[src/rtl/sp_pkg.sv]
package sp_pkg;

  // register byte offsets
  localparam int OFF_CMD   = 'h00;
  localparam int OFF_MODE  = 'h04;
  localparam int OFF_MSET  = 'h08;
  localparam int OFF_MCLR  = 'h0C;
  localparam int OFF_MASK  = 'h10;
  localparam int OFF_STAT  = 'h14;
  localparam int OFF_RXCH  = 'h18;
  localparam int OFF_TXCH  = 'h1C;
  localparam int OFF_BAUD  = 'h20;

  // command strobe bits
  localparam int CMD_RX_RST = 2;
  localparam int CMD_TX_RST = 3;
  localparam int CMD_RX_ON  = 4;
  localparam int CMD_RX_OFF = 5;
  localparam int CMD_TX_ON  = 6;
  localparam int CMD_TX_OFF = 7;
  localparam int CMD_CLRERR = 8;

  // mode fields
  localparam int MODE_PAR_LSB   = 9;
  localparam int MODE_ROUTE_LSB = 14;

  // status bits
  localparam int ST_RX_READY = 0;
  localparam int ST_TX_READY = 1;
  localparam int ST_OVERRUN  = 5;
  localparam int ST_FRAMING  = 6;
  localparam int ST_PARITY   = 7;
  localparam int ST_TX_EMPTY = 9;
  localparam logic [31:0] ST_LEGAL = 32'h0000_02E3;

  typedef enum logic [2:0] {
    PAR_EVEN = 3'd0,
    PAR_ODD  = 3'd1,
    PAR_ZERO = 3'd2,
    PAR_ONE  = 3'd3,
    PAR_OFF  = 3'd4
  } par_e;

  typedef enum logic [1:0] {
    ROUTE_NORMAL = 2'd0,
    ROUTE_ECHO   = 2'd1,
    ROUTE_LOCAL  = 2'd2,
    ROUTE_REMOTE = 2'd3
  } route_e;

  // true when the mode carries a parity bit (codes 5..7 behave as none)
  function automatic logic par_used(input logic [2:0] m);
    return (m < 3'd4);
  endfunction

  // parity bit for a mode, given the XOR of all data bits
  function automatic logic par_bit(input logic [2:0] m, input logic xr);
    case (m)
      PAR_EVEN: return xr;
      PAR_ODD:  return ~xr;
      PAR_ZERO: return 1'b0;
      default:  return 1'b1;
    endcase
  endfunction

endpackage

[src/rtl/sp_baud.sv]
module sp_baud #(
  parameter int DIV_W = 16
) (
  input  logic             clk,
  input  logic             rst,
  input  logic [DIV_W-1:0] div,
  output logic             tick
);
  logic [DIV_W-1:0] cnt;
  logic [DIV_W-1:0] last;

  assign last = div - 1'b1;

  always_ff @(posedge clk) begin
    if (rst || div == '0) begin
      cnt  <= '0;
      tick <= 1'b0;
    end else if (cnt >= last) begin
      cnt  <= '0;
      tick <= 1'b1;
    end else begin
      cnt  <= cnt + 1'b1;
      tick <= 1'b0;
    end
  end
endmodule

[src/rtl/sp_tx.sv]
module sp_tx import sp_pkg::*; #(
  parameter int DATA_W = 8,
  parameter int OS     = 16
) (
  input  logic              clk,
  input  logic              rst,
  input  logic              soft_rst,
  input  logic              en,
  input  logic              run,
  input  logic              tick,
  input  logic              load,
  input  logic [DATA_W-1:0] load_data,
  input  logic [2:0]        par_mode,
  output logic              line,
  output logic              hold_full,
  output logic              busy
);
  localparam int CNT_W = $clog2(OS);
  localparam int IDX_W = $clog2(DATA_W);

  typedef enum logic [2:0] {TS_IDLE, TS_START, TS_DATA, TS_PAR, TS_STOP} tx_state_e;

  tx_state_e         state;
  logic [DATA_W-1:0] hold;
  logic [DATA_W-1:0] shreg;
  logic [CNT_W-1:0]  cnt;
  logic [IDX_W-1:0]  idx;
  logic              pbit;
  logic              with_par;
  logic              bit_end;

  assign busy    = (state != TS_IDLE);
  assign bit_end = tick && (cnt == CNT_W'(OS - 1));

  always_ff @(posedge clk) begin
    if (rst || soft_rst) begin
      state     <= TS_IDLE;
      hold      <= '0;
      hold_full <= 1'b0;
      shreg     <= '0;
      cnt       <= '0;
      idx       <= '0;
      pbit      <= 1'b0;
      with_par  <= 1'b0;
      line      <= 1'b1;
    end else begin
      if (load) begin
        hold      <= load_data;
        hold_full <= 1'b1;
      end
      if (!en) begin
        state <= TS_IDLE;
        cnt   <= '0;
        line  <= 1'b1;
      end else begin
        case (state)
          TS_IDLE: begin
            if (hold_full && run) begin
              shreg     <= hold;
              hold_full <= load;
              pbit      <= par_bit(par_mode, ^hold);
              with_par  <= par_used(par_mode);
              cnt       <= '0;
              line      <= 1'b0;
              state     <= TS_START;
            end
          end
          TS_START: begin
            if (tick) cnt <= cnt + 1'b1;
            if (bit_end) begin
              line  <= shreg[0];
              idx   <= '0;
              state <= TS_DATA;
            end
          end
          TS_DATA: begin
            if (tick) cnt <= cnt + 1'b1;
            if (bit_end) begin
              if (idx == IDX_W'(DATA_W - 1)) begin
                line  <= with_par ? pbit : 1'b1;
                state <= with_par ? TS_PAR : TS_STOP;
              end else begin
                shreg <= shreg >> 1;
                line  <= shreg[1];
                idx   <= idx + 1'b1;
              end
            end
          end
          TS_PAR: begin
            if (tick) cnt <= cnt + 1'b1;
            if (bit_end) begin
              line  <= 1'b1;
              state <= TS_STOP;
            end
          end
          TS_STOP: begin
            if (tick) cnt <= cnt + 1'b1;
            if (bit_end) begin
              line  <= 1'b1;
              state <= TS_IDLE;
            end
          end
          default: state <= TS_IDLE;
        endcase
      end
    end
  end
endmodule

[src/rtl/sp_rx.sv]
module sp_rx import sp_pkg::*; #(
  parameter int DATA_W = 8,
  parameter int OS     = 16
) (
  input  logic              clk,
  input  logic              rst,
  input  logic              soft_rst,
  input  logic              en,
  input  logic              tick,
  input  logic              line_in,
  input  logic [2:0]        par_mode,
  output logic              done,
  output logic [DATA_W-1:0] data,
  output logic              par_err,
  output logic              frm_err
);
  localparam int CNT_W = $clog2(OS);
  localparam int IDX_W = $clog2(DATA_W);
  localparam int HALF  = OS / 2;

  typedef enum logic [2:0] {RS_IDLE, RS_START, RS_DATA, RS_PAR, RS_STOP} rx_state_e;

  rx_state_e         state;
  logic [1:0]        sync;
  logic              s;
  logic [DATA_W-1:0] shreg;
  logic [CNT_W-1:0]  cnt;
  logic [IDX_W-1:0]  idx;
  logic              par_s;
  logic              bit_mid;

  assign s       = sync[1];
  assign bit_mid = (cnt == CNT_W'(OS - 1));

  // two-stage synchronizer on the serial input
  always_ff @(posedge clk) begin
    if (rst) sync <= 2'b11;
    else     sync <= {sync[0], line_in};
  end

  always_ff @(posedge clk) begin
    if (rst || soft_rst || !en) begin
      state   <= RS_IDLE;
      cnt     <= '0;
      idx     <= '0;
      done    <= 1'b0;
      par_s   <= 1'b0;
      if (rst) begin
        shreg   <= '0;
        data    <= '0;
        par_err <= 1'b0;
        frm_err <= 1'b0;
      end
    end else begin
      done <= 1'b0;
      if (tick) begin
        case (state)
          RS_IDLE: begin
            if (!s) begin
              cnt   <= '0;
              state <= RS_START;
            end
          end
          RS_START: begin
            if (cnt == CNT_W'(HALF - 1)) begin
              cnt <= '0;
              idx <= '0;
              state <= s ? RS_IDLE : RS_DATA;
            end else begin
              cnt <= cnt + 1'b1;
            end
          end
          RS_DATA: begin
            cnt <= cnt + 1'b1;
            if (bit_mid) begin
              shreg <= {s, shreg[DATA_W-1:1]};
              if (idx == IDX_W'(DATA_W - 1))
                state <= par_used(par_mode) ? RS_PAR : RS_STOP;
              else
                idx <= idx + 1'b1;
            end
          end
          RS_PAR: begin
            cnt <= cnt + 1'b1;
            if (bit_mid) begin
              par_s <= s;
              state <= RS_STOP;
            end
          end
          RS_STOP: begin
            cnt <= cnt + 1'b1;
            if (bit_mid) begin
              done    <= 1'b1;
              data    <= shreg;
              frm_err <= !s;
              par_err <= par_used(par_mode) && (par_s != par_bit(par_mode, ^shreg));
              state   <= RS_IDLE;
            end
          end
          default: state <= RS_IDLE;
        endcase
      end
    end
  end
endmodule

[src/rtl/dbg_serial_port.sv]
module dbg_serial_port import sp_pkg::*; #(
  parameter int ADDR_W = 6,
  parameter int DATA_W = 8,
  parameter int DIV_W  = 16,
  parameter int OS     = 16
) (
  input  logic              clk,
  input  logic              rst,
  input  logic              wr_en,
  input  logic              rd_en,
  input  logic [ADDR_W-1:0] addr,
  input  logic [31:0]       wdata,
  output logic [31:0]       rdata,
  output logic              irq,
  input  logic              rxd,
  output logic              txd
);
  // decoded strobes
  logic wr_cmd, wr_mode, wr_mset, wr_mclr, wr_txch, wr_baud, rd_rxch;
  assign wr_cmd  = wr_en && (addr == ADDR_W'(OFF_CMD));
  assign wr_mode = wr_en && (addr == ADDR_W'(OFF_MODE));
  assign wr_mset = wr_en && (addr == ADDR_W'(OFF_MSET));
  assign wr_mclr = wr_en && (addr == ADDR_W'(OFF_MCLR));
  assign wr_txch = wr_en && (addr == ADDR_W'(OFF_TXCH));
  assign wr_baud = wr_en && (addr == ADDR_W'(OFF_BAUD));
  assign rd_rxch = rd_en && (addr == ADDR_W'(OFF_RXCH));

  logic rx_rst, tx_rst, clr_err;
  assign rx_rst  = wr_cmd && wdata[CMD_RX_RST];
  assign tx_rst  = wr_cmd && wdata[CMD_TX_RST];
  assign clr_err = wr_cmd && wdata[CMD_CLRERR];

  // configuration state
  logic [2:0]       par_q;
  route_e           route_q;
  logic [31:0]      mask_q;
  logic [DIV_W-1:0] div_q;
  logic             rx_en_q, tx_en_q;

  // receive side state
  logic [DATA_W-1:0] rxch_q;
  logic              rx_ready_q, ovr_q, frm_q, par_q_err;

  // sub-block wires
  logic              tick;
  logic              tx_line, tx_hold_full, tx_busy;
  logic              rx_src;
  logic              rx_done, rx_perr, rx_ferr;
  logic [DATA_W-1:0] rx_data;
  logic              txd_n;
  logic [31:0]       stat_w;

  sp_baud #(.DIV_W(DIV_W)) u_baud (
    .clk  (clk),
    .rst  (rst),
    .div  (div_q),
    .tick (tick)
  );

  sp_tx #(.DATA_W(DATA_W), .OS(OS)) u_tx (
    .clk       (clk),
    .rst       (rst),
    .soft_rst  (tx_rst),
    .en        (tx_en_q),
    .run       (div_q != '0),
    .tick      (tick),
    .load      (wr_txch),
    .load_data (wdata[DATA_W-1:0]),
    .par_mode  (par_q),
    .line      (tx_line),
    .hold_full (tx_hold_full),
    .busy      (tx_busy)
  );

  sp_rx #(.DATA_W(DATA_W), .OS(OS)) u_rx (
    .clk      (clk),
    .rst      (rst),
    .soft_rst (rx_rst),
    .en       (rx_en_q),
    .tick     (tick),
    .line_in  (rx_src),
    .par_mode (par_q),
    .done     (rx_done),
    .data     (rx_data),
    .par_err  (rx_perr),
    .frm_err  (rx_ferr)
  );

  // channel routing
  always_comb begin
    case (route_q)
      ROUTE_NORMAL: begin txd_n = tx_line; rx_src = rxd;     end
      ROUTE_ECHO:   begin txd_n = rxd;     rx_src = rxd;     end
      ROUTE_LOCAL:  begin txd_n = 1'b1;    rx_src = tx_line; end
      default:      begin txd_n = rxd;     rx_src = 1'b1;    end
    endcase
  end

  always_ff @(posedge clk) begin
    if (rst) txd <= 1'b1;
    else     txd <= txd_n;
  end

  // status word
  always_comb begin
    stat_w              = '0;
    stat_w[ST_RX_READY] = rx_ready_q;
    stat_w[ST_TX_READY] = !tx_hold_full;
    stat_w[ST_OVERRUN]  = ovr_q;
    stat_w[ST_FRAMING]  = frm_q;
    stat_w[ST_PARITY]   = par_q_err;
    stat_w[ST_TX_EMPTY] = !tx_hold_full && !tx_busy;
  end

  // configuration registers
  always_ff @(posedge clk) begin
    if (rst) begin
      par_q   <= 3'd0;
      route_q <= ROUTE_NORMAL;
      mask_q  <= '0;
      div_q   <= '0;
      rx_en_q <= 1'b0;
      tx_en_q <= 1'b0;
    end else begin
      if (wr_cmd) begin
        if (wdata[CMD_RX_ON])  rx_en_q <= 1'b1;
        if (wdata[CMD_RX_OFF]) rx_en_q <= 1'b0;
        if (wdata[CMD_TX_ON])  tx_en_q <= 1'b1;
        if (wdata[CMD_TX_OFF]) tx_en_q <= 1'b0;
      end
      if (wr_mode) begin
        par_q   <= wdata[MODE_PAR_LSB +: 3];
        route_q <= route_e'(wdata[MODE_ROUTE_LSB +: 2]);
      end
      if (wr_mset) mask_q <= mask_q | (wdata & ST_LEGAL);
      if (wr_mclr) mask_q <= mask_q & ~(wdata & ST_LEGAL);
      if (wr_baud) div_q <= wdata[DIV_W-1:0];
    end
  end

  // receive holding and latched flags
  always_ff @(posedge clk) begin
    if (rst) begin
      rxch_q     <= '0;
      rx_ready_q <= 1'b0;
      ovr_q      <= 1'b0;
      frm_q      <= 1'b0;
      par_q_err  <= 1'b0;
    end else begin
      if (rd_rxch || rx_rst) rx_ready_q <= 1'b0;
      if (clr_err) begin
        ovr_q     <= 1'b0;
        frm_q     <= 1'b0;
        par_q_err <= 1'b0;
      end
      if (rx_done && !rx_rst) begin
        rxch_q     <= rx_data;
        rx_ready_q <= 1'b1;
        if (rx_ready_q && !rd_rxch) ovr_q <= 1'b1;
        if (rx_ferr) frm_q <= 1'b1;
        if (rx_perr) par_q_err <= 1'b1;
      end
    end
  end

  // registered read port and interrupt
  always_ff @(posedge clk) begin
    if (rst) begin
      rdata <= '0;
      irq   <= 1'b0;
    end else begin
      irq <= |(stat_w & mask_q);
      if (rd_en) begin
        case (addr)
          ADDR_W'(OFF_MODE): rdata <= {16'h0, route_q, 2'b00, par_q, 9'h0};
          ADDR_W'(OFF_MASK): rdata <= mask_q;
          ADDR_W'(OFF_STAT): rdata <= stat_w;
          ADDR_W'(OFF_RXCH): rdata <= 32'(rxch_q);
          ADDR_W'(OFF_BAUD): rdata <= 32'(div_q);
          default:           rdata <= '0;
        endcase
      end
    end
  end
endmodule

[config.mk]
export PLATFORM = sky130hd
export DESIGN_NAME = dbg_serial_port
export DESIGN_NICKNAME = d
export VERILOG_FILES = /design/src/rtl/sp_pkg.sv /design/src/rtl/sp_baud.sv /design/src/rtl/sp_tx.sv /design/src/rtl/sp_rx.sv /design/src/rtl/dbg_serial_port.sv
export SDC_FILE = /design/constraint.sdc
export NUM_CORES = 1
export LEC_CHECK = 0
export ABC_AREA = 1
export CAP_MARGIN = 20
export CORE_MARGIN = 4
export CORE_UTILIZATION = 40
export CTS_CLUSTER_DIAMETER = 100
export DETAILED_ROUTE_END_ITERATION = 10
export PLACE_DENSITY = 0.59
export SLEW_MARGIN = 25
export SYNTH_ARGS = -nofsm -noshare
export SYNTH_HDL_FRONTEND = slang
export SYNTH_SLANG_ARGS = --single-unit
[constraint.sdc]
create_clock -name clk -period 2.3 [get_ports clk]
set_input_delay 0.23 -clock clk [delete_from_list [all_inputs] [get_ports clk]]
set_output_delay 0.23 -clock clk [all_outputs]
set_load 0.01 [all_outputs]
# --- Yosys cells after proc, flatten, opt, wreduce, memory -nomap -nowiden ---
# Index checks and enable logic that the tools add are counted.
totals:
  elab_cells: 259
  output_inout_bits: 34
  input_bits: 43
  ff_bits: 180
classes:
  bitwise_logic: 9
  eq_ne: 43
  magnitude_cmp: 2
  muxes: 91
  n_reduce_logical: 73
  n_addsub: 6
op_table:
  columns: ["op", "n"]
  rows:
  - ["32-bit case mux with 5 select lines", 1]
  - ["8-bit two-way mux", 12]
  - ["32-bit two-way mux", 2]
  - ["3-bit two-way mux", 19]
  - ["1-bit two-way mux", 40]
  - ["10-bit by 32-bit AND with 32-bit output", 1]
  - ["32-bit AND", 1]
  - ["10-bit inverter with 32-bit output", 1]
  - ["32-bit by 10-bit bitwise OR with 32-bit output", 1]
  - ["32-bit OR reduction", 1]
  - ["3-bit case mux with 5 select lines", 2]
  - ["2-bit by 1-bit != test with 1-bit output (second input constant)", 13]
  - ["6-bit by 5-bit equality test with 1-bit output (second input constant)", 4]
  - ["2-bit nonzero test", 12]
  - ["5-bit AND reduction", 4]
  - ["16-bit by 1-bit adder with 16-bit output (second input constant)", 1]
  - ["16-bit >= comparator", 1]
  - ["1-bit logical AND", 16]
  - ["16-bit logical NOT", 1]
  - ["4-bit two-way mux", 4]
  - ["8-bit case mux with 2 select lines", 1]
  - ["16-bit nonzero test", 1]
  - ["8-bit parity", 2]
  - ["16-bit by 1-bit subtractor with 16-bit output (second input constant)", 1]
  - ["38 further kinds", 82]

# --- Logic depth before layout (Yosys ltp) ---
depth:
  depth_word: 13
  depth_mapped: 16
  mapped_depth_nobuf: 15

# --- By module ---
# A second synthesis with hierarchy kept.
hier_totals:
  hier_cells: 1059
  area_unflattened_um2: 7574.8
modules_own_cells:
  columns: ["module", "cells_per_inst", "instances", "seq_area_each_um2", "area_per_inst_um2"]
  rows:
  - ["dbg_serial_port", 385, 1, 1181.1, 2746.4]
  - ["sp_tx", 247, 1, 600.6, 1710.4]
  - ["sp_rx", 201, 1, 820.8, 1576.5]
  - ["sp_baud", 226, 1, 340.3, 1541.5]

# --- Worst setup path before layout ---
# OpenSTA, ideal clock, no wires.
synth_timing:
  kind: "register -> register"
  start: "reg div_q[0]"
  end: "reg u_baud.cnt[7]"
  setup_time_ps: 64
  t_arrival_ps: 2320
  path_buffers: 1
  required_time_ps: 2236
  period_less_slack_ps: 2384
  setup_slack_ps: -84
  stages_incl_launch_ff: 16
  path_cell_list: "dfxtp_1 inv_1 ha_1 nand3_2 nor2_4 nand3_1 nor2_1 xor2_1 inv_1 ha_1 nand4_1 inv_1 a21oi_1 nand4_2 buf_6 nor2_1"
synth_via:
  elab_chain_cells: 3
  elab_cells_between_ends: 5
  classes_between: "1 x add/sub; 1 x order compare; 3 x reduce/logical"
synth_lines:
  columns: ["item", "line", "text"]
  rows:
  - ["start, declared", "dbg_serial_port.sv:37", "logic [DIV_W-1:0] div_q;"]
  - ["start signal, assigned", "dbg_serial_port.sv:137", "if (wr_baud) div_q <= wdata[DIV_W-1:0];"]
  - ["16-bit by 1-bit subtractor with 16-bit output or 16-bit logical NOT (tied branches)", "sp_baud.sv:12, sp_baud.sv:15", null]
  - ["16-bit >= comparator or 1-bit logical OR (tied branches)", "sp_baud.sv:18, sp_baud.sv:15", null]
  - ["2-bit OR reduction (no line) (*)", null, null]
  - ["end signal, assigned", "sp_baud.sv:22", "cnt <= cnt + 1'b1;"]
  - ["end, declared", "sp_baud.sv:9", "logic [DIV_W-1:0] cnt;"]
# Every way passes the cells marked *; elsewhere a longest branch is shown, timed or not.
# A chain may end at the register's enable or synchronous reset.

# --- Worst setup path in the final report ---
layout_timing:
  start: "reg div_q[2]"
  end: "reg u_baud.cnt[11]"
# The elaborated chain is that of the path after synthesis.

==> impl_metrics.py <==
metrics = {
    "run_status": {
        "status": "complete, but fails checks",
        "violations": "setup timing",
    },
    "floorplan": {
        "core_area_sq_mm": 0.0174,
        "rows": 48,
        "dieHeight_um": 142,
        "dieArea_sq_mm": 0.0201,
        "initial_core_util_pct": 41.1,
        "pin_count": 77,
        "die_x_um": 142,
    },
    "synthesis": {
        "async_reset_ff_share_pct": 0,
        "synth_area_sq_mm": 0.00717,
        "synthXorXnorAreaFrac_pct": 3.42,
        "synth.avg_cell_area_sq_um": 7.47,
        "synth-simple-area-share_pct": 27.8,
        "synth.distinct_cells": 50,
        "synth_top_family_by_area": "simple AND/OR/NAND/NOR gates",
        "synth_top_area_cell": "dfxtp_1",
        "synth_top_area_share_pct": 33.5,
        "synth.yosys.seq_area_share_pct": 41.1,
        "netlist_top_cells_area": "dfxtp_1 34%, nand2_1 11%, edfxtp_1 7.5%, a21oi_1 6.1%, nor2_1 6.1%",
        "synthAdderAreaFrac_pct": 4.19,
        "synth_flop_cell": "dfxtp_1",
        "synth-seq-cells": 138,
        "synth_compound_area_share_pct": 14.7,
        "synthMuxAreaShare_pct": 0,
        "postSynthCellCount": 959,
        "synth.most_common_cell": "nand2_1",
        "synthTopCellsByCount": "210 x nand2_1, 120 x dfxtp_1, 117 x nor2_1",
        "yosys_warnings": 0,
        "synth-edff-count": 18,
    },
    "detailed_routing": {
        "wl_um": 17600,
        "final_antenna_net_count": 0,
        "wl_per_cell_um": 13.6,
        "vias": 6298,
        "vias_per_cell": 4.87,
        "drc_errors": 0,
        "drt_iter0_markers": 350,
        "first_pass_iters": 4,
    },
    "setup_path": {
        "start_kind": "flip-flop",
        "endpoint_kind": "flip-flop",
        "reg2reg_from": "div_q[2]",
        "path_max_fanout": 8,
        "cp-startpoint": "div_q[2]",
        "crit_type": "flip-flop to flip-flop",
        "worstPathArrival_ps": 2780,
        "cp.required_ps": 2650,
    },
    "pwr": {
        "power_mw": 5.78,
        "power_leakage_nw": 3.78,
        "p_per_area_mw_per_mm2": 650,
        "vdd.ir_drop.worst_uv": 543,
    },
    "global_routing": {
        "grt_max_degree": 43,
        "grt-ovfl-total": 0,
        "grt_pass1_wl_um": 29000,
        "grt_antenna_before_repair": 0,
        "grt_pass1_vias": 5847,
        "globalRouteTotalUtil_pct": 18.1,
    },
    "sta": {
        "hold_viol": 0,
        "min_period_over_period_pct": 106,
        "setup_ws_ps": -127,
        "fin_skew_ps": 8.66,
        "whs_ps": 401,
        "period_minus_slack_ps": 2430,
        "setup_viol": 17,
        "max_freq_mhz": 412,
        "maxSlewViolCount": 0,
        "rsz0062_at_grt": "true",
    },
    "placed_design": {
        "hpwl_um": 13400,
        "port_buffers": 44,
        "gp_congestion": 0.837,
    },
    "clock_tree": {
        "clock_latency_ps": 420,
        "cts_buffers": 17,
        "clk_pin_slew_ps": 60,
        "root_buffer": "clkbuf_16",
        "cts.path.max_buffers": 2,
        "cts_max_level": 4,
        "cts_tree": "yes",
        "clock-sinks": 138,
    },
    "cells_and_area": {
        "areaGrowthSynthToFinish_pct": 24.1,
        "drive_above_1_share_pct": 15.2,
        "n_antenna_cell": 0,
        "fin_nets": 1122,
    },
    "hold_path": {
        "min_from": "wdata[13]",
        "hp-class": "primary input to flip-flop",
    },
    "run": {
        "cap_violations": 0,
    },
}
==> metrics by stage <==
| step | utilization (%) | setup WS (ps) | cell area [sq um] | setup TNS, ps | std cells |
|---|---|---|---|---|---|
| 6_report | 51.1 | -127 | 8890 | -1470 | 1293 |
| 5_1_grt | 51.1 | -363 | 8890 | -5800 | 1293 |
| 4_1_cts | 50.8 | -82.4 | 8850 | -1110 | 1291 |
| 3_5_place_dp | 46.6 | -186 | 8120 | -2310 | 1257 |
| 3_3_place_gp | 46.6 | -135 | 8120 | -1650 | 1257 |
| 2_1_floorplan | - | 13.6 | 7260 | 0 | 974 |
==> layer usage <==
metal  global-route usage [%]  up-vias  part of all wire (%)  routed length [um]
met5                        0        -                     0                   0
li1                         -     3326                     -                   -
met1                     24.1     2837                    47                8280
met3                     5.06       22                   4.8                 836
met2                     29.0      113                    46                8160
met4                     4.85        0                   1.7                 301
==> sequential cells by signal (all words and copies together) (netlist names), 8 cells and up, named ones only <==
| name | flops |
|---|---|
| div_q | 16 |
| u_tx.hold | 8 |
| u_baud.cnt | 16 |
| u_rx.shreg | 8 |
| rdata | 16 |
| u_rx.data | 8 |
| u_tx.shreg | 8 |
| rxch_q | 8 |
==> worst max-delay path: stages, from the launching register on <==
cell and delay, ps:
dfxtp_2 340, nor2_4 100, nand4_1 130, buf_4 170, buf_4 130, nor3_1 170, xnor2_1 160, ha_1 280
a21oi_1 140, o21a_1 130, nand2_1 80, nand2_2 150, nand4_4 210, a21oi_1 180
==> cell usage in the layout (no fill, tap or decap), types with 18 or more instances in the layout <==
cell and count:
buf_4 52, o21ai_0 62, dfxtp_1 118, a21oi_1 85, nand3_1 46, clkdlybuf4s50_1 44
edfxtp_1 18, inv_1 85, nor2_1 108, nand2_1 207, ha_1 21
==> cell families (layout without fill, tap and decap cells) <==
| logic type | Yosys count | after routing |
|---|---|---|
| XOR/XNOR | 28 | 28 |
| other | 1 | 16 |
| adder cells (fa/ha/maj) | 24 | 24 |
| AO/OA/AOI/OAI | 190 | 190 |
| buffers and inverters | 139 | 232 |
| AND/OR/NAND/NOR | 439 | 440 |
| flip-flops | 138 | 138 |
==> timing repair <==
item                                    in CTS  in global routing
gates cloned                                 1                  0
setup buffers                                1                  2
endpoints found under the setup margin      17                 17
hold buffers                                 0                  0
resized for setup                           17                  8
pin swaps                                   12                  1
endpoints found under the hold margin        0                  0
==> power breakdown <==
part | total, mW | leakage, nW | switching (mW) | internal, mW
Combinational | 0.344 | 2.32 | 0.208 | 0.136
Sequential | 2.47 | 1.15 | 0.0134 | 2.46
Clock | 2.96 | 0.308 | 1.12 | 1.84
==> cell type report <==
| type | instances | area [sq um] |
|---|---|---|
| Fill cell | 1677 | 8520 |
| Multi-Input combinational cell | 698 | 3790 |
| Sequential cell | 138 | 2950 |
| Timing Repair Buffer | 97 | 842 |
| Clock buffer | 17 | 425 |
| Inverter | 103 | 390 |
| Tap cell | 225 | 282 |
| Clock inverter | 15 | 213 |
==> final timing paths <==
| kind | endpoint | slack [ps] | cells past startpoint |
|---|---|---|---|
| max | u_baud.cnt[11] | -130 | 13 |
| min | div_q[13] | 400 | 3 |
| max reg2reg | u_baud.cnt[11] | -130 | 13 |
| min reg2reg | u_rx.sync[1] | 420 | 1 |
No activity file was read; power rests on OpenSTA's default activity.
